[src/rtl/hwsw_pkg.sv]
package hwsw_pkg;
  typedef enum logic {
    HALF_LO = 1'b0,
    HALF_HI = 1'b1
  } half_e;
endpackage

[src/rtl/hwsw_lane_map.sv]
module hwsw_lane_map
  import hwsw_pkg::*;
(
  input  logic  a1,
  input  logic  swap,
  output half_e half
);
  // reversed mapping simply inverts the half selected by the address bit
  always_comb begin
    if (swap) half = a1 ? HALF_LO : HALF_HI;
    else      half = a1 ? HALF_HI : HALF_LO;
  end
endmodule

[src/rtl/hwsw_wr_assembler.sv]
module hwsw_wr_assembler
  import hwsw_pkg::*;
#(
  parameter int HALF_W = 16
) (
  input  logic                clk,
  input  logic                rst_n,
  input  logic                acc,
  input  half_e               half,
  input  logic                tgt_ctl,
  input  logic [HALF_W-1:0]   wdata,
  output logic                word_stb,
  output logic                word_ctl,
  output logic [2*HALF_W-1:0] word
);
  localparam int WORD_W = 2 * HALF_W;

  logic [HALF_W-1:0] stage_q, stage_d;
  logic              stage_vld_q, stage_vld_d;
  logic              stage_ctl_q, stage_ctl_d;
  logic              stb_q, stb_d;
  logic              ctl_q, ctl_d;
  logic [WORD_W-1:0] word_q, word_d;
  logic              load_word;

  always_comb begin
    stage_d     = stage_q;
    stage_vld_d = stage_vld_q;
    stage_ctl_d = stage_ctl_q;
    stb_d       = 1'b0;
    ctl_d       = ctl_q;
    load_word   = 1'b0;
    word_d      = word_q;
    if (acc && half == HALF_LO) begin
      stage_d     = wdata;
      stage_vld_d = 1'b1;
      stage_ctl_d = tgt_ctl;
    end else if (acc && half == HALF_HI) begin
      stage_vld_d = 1'b0;
      if (stage_vld_q && stage_ctl_q == tgt_ctl) begin
        stb_d     = 1'b1;
        ctl_d     = tgt_ctl;
        load_word = 1'b1;
        word_d    = {wdata, stage_q};
      end
    end
  end

  always_ff @(posedge clk or negedge rst_n) begin
    if (!rst_n) begin
      stage_q     <= '0;
      stage_vld_q <= 1'b0;
      stage_ctl_q <= 1'b0;
      stb_q       <= 1'b0;
      ctl_q       <= 1'b0;
      word_q      <= '0;
    end else begin
      stb_q       <= stb_d;
      stage_vld_q <= stage_vld_d;
      if (acc) begin
        stage_q     <= stage_d;
        stage_ctl_q <= stage_ctl_d;
      end
      if (load_word) begin
        ctl_q  <= ctl_d;
        word_q <= word_d;
      end
    end
  end

  assign word_stb = stb_q;
  assign word_ctl = ctl_q;
  assign word     = word_q;

  // a completed word strobes for one cycle only
  a_r5_single_pulse: assert property (@(posedge clk) disable iff (!rst_n)
    stb_q |=> !stb_q);
  // a strobe is always preceded by an upper-half write access
  a_r6_hi_before_stb: assert property (@(posedge clk) disable iff (!rst_n)
    stb_q |-> $past(acc && half == HALF_HI));
endmodule

[src/rtl/hwsw_rd_splitter.sv]
module hwsw_rd_splitter
  import hwsw_pkg::*;
#(
  parameter int HALF_W = 16
) (
  input  logic                clk,
  input  logic                rst_n,
  input  logic                acc,
  input  half_e               half,
  input  logic                tgt_ctl,
  input  logic [2*HALF_W-1:0] int_rdata,
  input  logic [2*HALF_W-1:0] ctl_value,
  output logic                int_rd,
  output logic [HALF_W-1:0]   rdata,
  output logic                rvalid
);
  localparam int WORD_W = 2 * HALF_W;

  logic [WORD_W-1:0] snap_q, snap_d, src;
  logic [HALF_W-1:0] rdata_q, rdata_d;
  logic              rvalid_q;
  logic              take_lo;

  always_comb begin
    take_lo = acc && (half == HALF_LO);
    src     = tgt_ctl ? ctl_value : int_rdata;
    snap_d  = snap_q;
    rdata_d = rdata_q;
    if (take_lo) begin
      snap_d  = src;
      rdata_d = src[HALF_W-1:0];
    end else if (acc) begin
      rdata_d = snap_q[WORD_W-1:HALF_W];
    end
  end

  always_ff @(posedge clk or negedge rst_n) begin
    if (!rst_n) begin
      snap_q   <= '0;
      rdata_q  <= '0;
      rvalid_q <= 1'b0;
    end else begin
      rvalid_q <= acc;
      if (take_lo) snap_q  <= snap_d;
      if (acc)     rdata_q <= rdata_d;
    end
  end

  assign int_rd = take_lo && !tgt_ctl;
  assign rdata  = rdata_q;
  assign rvalid = rvalid_q;

  // the capture only moves on a lower-half read
  a_r7_snap_hold: assert property (@(posedge clk) disable iff (!rst_n)
    !(acc && half == HALF_LO) |=> $stable(snap_q));
  // valid data only follows a read access
  a_r8_rvalid_follows: assert property (@(posedge clk) disable iff (!rst_n)
    rvalid_q |-> $past(acc));
endmodule

[src/rtl/hword_swap_bridge.sv]
module hword_swap_bridge
  import hwsw_pkg::*;
#(
  parameter int HALF_W = 16
) (
  input  logic                clk,
  input  logic                rst_n,
  input  logic                hb_sel,
  input  logic                hb_wr,
  input  logic                hb_ctl,
  input  logic                hb_a1,
  input  logic [HALF_W-1:0]   hb_wdata,
  output logic [HALF_W-1:0]   hb_rdata,
  output logic                hb_rvalid,
  output logic                int_wr,
  output logic [2*HALF_W-1:0] int_wdata,
  output logic                int_rd,
  input  logic [2*HALF_W-1:0] int_rdata
);
  localparam int WORD_W = 2 * HALF_W;
  localparam logic [WORD_W-1:0] SWAP_KEY = '1;

  logic [1:0]        rst_sync_q;
  logic              rst_s;
  logic [WORD_W-1:0] mode_q, mode_d;
  logic              swap;
  half_e             half;
  logic              wr_acc, rd_acc;
  logic              stb, stb_ctl;
  logic [WORD_W-1:0] word;

  // asynchronous assert, synchronous release
  always_ff @(posedge clk or negedge rst_n) begin
    if (!rst_n) rst_sync_q <= 2'b00;
    else        rst_sync_q <= {rst_sync_q[0], 1'b1};
  end
  assign rst_s = rst_sync_q[1];

  assign swap   = (mode_q == SWAP_KEY);
  assign wr_acc = hb_sel && hb_wr;
  assign rd_acc = hb_sel && !hb_wr;

  hwsw_lane_map i_lane_map (
    .a1   (hb_a1),
    .swap (swap),
    .half (half)
  );

  hwsw_wr_assembler #(.HALF_W(HALF_W)) i_wr_asm (
    .clk      (clk),
    .rst_n    (rst_s),
    .acc      (wr_acc),
    .half     (half),
    .tgt_ctl  (hb_ctl),
    .wdata    (hb_wdata),
    .word_stb (stb),
    .word_ctl (stb_ctl),
    .word     (word)
  );

  hwsw_rd_splitter #(.HALF_W(HALF_W)) i_rd_split (
    .clk       (clk),
    .rst_n     (rst_s),
    .acc       (rd_acc),
    .half      (half),
    .tgt_ctl   (hb_ctl),
    .int_rdata (int_rdata),
    .ctl_value (mode_q),
    .int_rd    (int_rd),
    .rdata     (hb_rdata),
    .rvalid    (hb_rvalid)
  );

  always_comb begin
    mode_d = mode_q;
    if (stb && stb_ctl) mode_d = word;
  end

  always_ff @(posedge clk or negedge rst_s) begin
    if (!rst_s)              mode_q <= '0;
    else if (stb && stb_ctl) mode_q <= mode_d;
  end

  assign int_wr    = stb && !stb_ctl;
  assign int_wdata = word;

  // the mode register only changes after a completed mode write
  a_r2_mode_by_write: assert property (@(posedge clk) disable iff (!rst_s)
    !$stable(mode_q) |-> $past(stb && stb_ctl));
  // mode-register traffic never reaches the internal port
  a_r10_ctl_isolated: assert property (@(posedge clk) disable iff (!rst_s)
    (hb_sel && hb_ctl) |-> !int_rd);
endmodule

[config.mk]
export PLATFORM = sky130hd
export DESIGN_NAME = hword_swap_bridge
export DESIGN_NICKNAME = d
export VERILOG_FILES = /design/src/rtl/hwsw_pkg.sv /design/src/rtl/hwsw_lane_map.sv /design/src/rtl/hwsw_wr_assembler.sv /design/src/rtl/hwsw_rd_splitter.sv /design/src/rtl/hword_swap_bridge.sv
export SDC_FILE = /design/constraint.sdc
export NUM_CORES = 1
export LEC_CHECK = 0
export ABC_AREA = 1
export BUFFER_PORTS_ARGS = -buffer_cell sky130_fd_sc_hd__buf_2
export CELL_PAD_IN_SITES_DETAIL_PLACEMENT = 1
export CELL_PAD_IN_SITES_GLOBAL_PLACEMENT = 1
export CORE_MARGIN = 2
export CORE_UTILIZATION = 30
export CTS_CLUSTER_SIZE = 8
export DETAILED_ROUTE_END_ITERATION = 16
export GPL_ROUTABILITY_DRIVEN = 0
export PLACE_DENSITY_LB_ADDON = 0.1
export SYNTH_ARGS = -nofsm -noshare
export SYNTH_HDL_FRONTEND = slang
export SYNTH_HIERARCHICAL = 1
export SYNTH_SLANG_ARGS = --single-unit
export TNS_END_PERCENT = 1
[constraint.sdc]
create_clock -name clk -period 5 [get_ports clk]
set_input_delay 1.25 -clock clk [delete_from_list [all_inputs] [get_ports clk]]
set_output_delay 1.25 -clock clk [all_outputs]
set_load 0.01 [all_outputs]
==> run summary <==
The maximum clock rate was 285 MHz. In this run, synthesis inferred 0 flip-flops with an integrated enable. Counting the fill cells in the layout gives 2099. The total inserted antenna cells is 0, and the signal arrival time at the worst endpoint is 2250 ps. Buffers inserted to repair hold after CTS numbered 0. Counting every instance in the synthesized netlist gives 572.

After detailed routing, the number of remaining DRC violations is 0. The critical path is of the in -> out type. The flow ran to the end, and the final reports show no timing, DRC or antenna violations. Measured against its own limit, the worst slew margin works out to 42.3%. Synthesis produced a netlist with a net count of 626. For this run, the number of Yosys warnings is 6. The nature of the critical path endpoint is an output pin. The final route contains 4221 vias. The die span in y was 139 µm. Relative to the synthesized area, the layout overhead comes to 22.3%. The count of standard-cell rows was 49. The mean cell area of the mapped netlist was 9.52 µm²; the overall global routing resource usage was 17.1%.

Max-cap violations in this run came to 0. Clock latency on the worst-skew pair, taken at its later pin, is 410 ps. Of all nets on the critical path, the largest fanout is 34.

The count of port buffers added during placement was 104. The run gives 0 as the number of pins exceeding their max-slew limit in the final report. Summed over all failing endpoints, the final setup total negative slack is 0 ps. The initial standard-cell utilization of the core was 30.4%.

The logs give 2 for the buffer levels on the longest clock path and 224 for the detailed router's first-iteration violation count. Setup repair after global routing left no endpoint under its margin. The logs give 3750 ps for the critical path data required time and 14.2% for the combinational share of power. Clock network power share: 44.5%. Counting flops and latches in the post-synthesis netlist gives 119. Post-CTS repair changed the size of 0 cells.

Summing all multi-input logic gate instances after layout gives 2080 µm². The worst min-delay path category was reg -> reg. For this design the total switching power over the nets is 866 µW.

The number of antenna violations at the first check in global routing was 0; the combined flip-flop and latch cell area was 2980 µm². The ratio of cells with drive above 1 in the final layout is 27.1%, and the final routed wirelength across all metal layers is 16.0 mm. Commonest non-fill, non-tap cell in the layout: nand2_1. TritonCTS built the clock tree. The tools report the count of endpoints failing hold in the final timing report as 0. The H-tree was split into 4 levels. The tools report the root buffer cell as clkbuf_16. The aggregate global routing overflow is 0. The area of the die is 19200 µm², and the share of synthesized flip-flops with an asynchronous set or reset is 100%. The clock skew after layout was 7.35 ps. The tools report the share of the yosys chip area belonging to registers as 54.7%. Dividing total power by cell area gives a power density of 470 nW/µm². Setup violations remaining at the end of the flow were counted as 0.

Dividing the detail-routed via count by the number of cells gives 4.65. The synthesized design spends more area on one cell type than any other, namely dfrtp_1. For the count of cell types in the netlist, the log shows 23. The die is 139 µm wide. The startpoint kind of the worst setup timing path was an input pin.

The switching fraction of total power was 27.7%; the post-route antenna net violation count was 0. The run gives 41.3% as the sequential power share. The run gives 25.5 mm as the global-route wire length before repair. The largest net degree at the start of global routing is 66, and the clock-pin slew reported for the worst setup and hold paths after clock tree synthesis is 60 ps. Once the clock tree was built, the setup fixing pass inserted 0 buffers. VDD sags by at most 0.235 mV. The top cell types in the final layout, fill and taps aside, are nand2_1, dfrtp_1, buf_2. The post-layout minimum cycle time was 3500 ps. The internal power is 2.26 mW, and the count of TritonRoute iterations in the first routing pass is 4. The total half-perimeter wirelength after legalization and detailed placement was 11.5 mm. The final layout contains 719 nets. The synthesized netlist occupies a cell area of 5440 µm². For this design, the sink count on the clock tree is 119.

The tools report the core outline area as 17900 µm². Dividing the detail-routed wire length by the instance count gives 17.6 µm. Of the post-synthesis cell area, the dominant cell type holds 54.7%.

Ranked by total cell area, the synthesized netlist is headed by dfrtp_1, nand2_1, mux2_4. The tools report the I/O pin count as 105. Buffers inserted during clock tree synthesis total 17. The dominant register cell in the synthesized netlist was dfrtp_1. For flop-to-flop paths, the worst setup slack is 2060 ps.

The share of the cycle needed by the critical path after routing works out to 70.1%. The run gives 37.2% as the final core utilization. For the pin with the worst max-slew slack, the measured transition is 865 ps.

Summed over all cells, the static leakage comes to 3.58 nW. The via count of the first global-routing pass is 4509.
## cell type report
type	instances	area share, %
clock buffer	19	6.65
inverter	20	1.20
tap	229	4.30
clock inverter	13	3.40
sequential	119	44.8
timing repair buffer	109	8.38
multi-input combinational	398	31.3
## final timing paths
path / endpoint / from / cells past startpoint
min in group asynchronous: i_wr_asm/word[9]$_DFFE_PN0P_ / rst_sync_q[1]$_DFF_PN0_ / 0
worst max register to register: i_wr_asm/word[17]$_DFFE_PN0P_ / mode_q[21]$_DFFE_PN0P_ / 14
worst max-delay path: int_rd / hb_wr / 6
worst min register to register: rst_sync_q[1]$_DFF_PN0_ / rst_sync_q[0]$_DFF_PN0_ / 0
worst min-delay path: rst_sync_q[1]$_DFF_PN0_ / rst_sync_q[0]$_DFF_PN0_ / 0
max in group asynchronous: i_wr_asm/word[23]$_DFFE_PN0P_ / rst_sync_q[1]$_DFF_PN0_ / 1
## power groups by stage
| stage | sequential [mW] | combinational, mW | clock (mW) |
|---|---|---|---|
| finish | 1.29 | 0.444 | 1.39 |
| floorplan | 1.31 | 0.220 | 0 |
| global placement | 1.31 | 0.441 | 0 |
| detailed placement | 1.31 | 0.453 | 0 |
| CTS | 1.30 | 0.455 | 1.42 |
| global route | 1.32 | 0.501 | 1.46 |
## critical path, cell delays in order
cell and delay [ps]:
buf_2 110, nor2_1 140, buf_4 280, inv_6 150, nor3_1 150, buf_2 160
## cells by family after synthesis
kind of cell | synth area share (%)
AND/OR/NAND/NOR | 21.9
multiplexers | 8.69
AO/OA/AOI/OAI | 7.54
flip-flops | 54.7
other | 0.0689
buffers and inverters | 7.06
## metrics by stage
stage	power [mW]	area, µm²	hold WS [ps]	cells	setup WS, ps
global route	3.28	6660	362	907	1260
floorplan	1.53	5440	331	572	1440
detailed placement	1.77	5990	336	875	1480
global placement	1.75	5990	335	875	1430
finish	3.13	6660	346	907	1500
CTS	3.17	6660	349	907	1440
## synthesized netlist by cell type, types with 3 or more instances
library cell and count:
a21oi_1 32, buf_12 3, buf_2 15, buf_6 13, dfrtp_1 119, inv_1 16
inv_2 3, mux2_4 30, nand2_1 183, nand2_4 3, nand3_1 49, nand4_1 4
nor2_1 39, o21ai_0 22, o21ai_1 28
## flip-flops by register name (all words and copies together) (netlist names)
signal,flops
i_rd_split/rdata,16
i_rd_split/rvalid,1
i_rd_split/snap_q,16
i_wr_asm/stage_ctl_q,1
i_wr_asm/stage_q,16
i_wr_asm/stage_vld_q,1
i_wr_asm/word,32
i_wr_asm/word_ctl,1
i_wr_asm/word_stb,1
mode_q,32
rst_sync_q,2
## routing by layer
metal | share of wire (%) | vias up | wire, µm | track usage [%]
li1 | - | 2060 | - | -
met5 | 0 | - | 0 | 0
met4 | 1.5 | 0 | 238 | 5.42
met1 | 49 | 2051 | 7830 | 23.9
met3 | 3.9 | 16 | 620 | 4.21
met2 | 46 | 94 | 7300 | 26.4
Note: power is estimated with default switching activity, not from simulation.
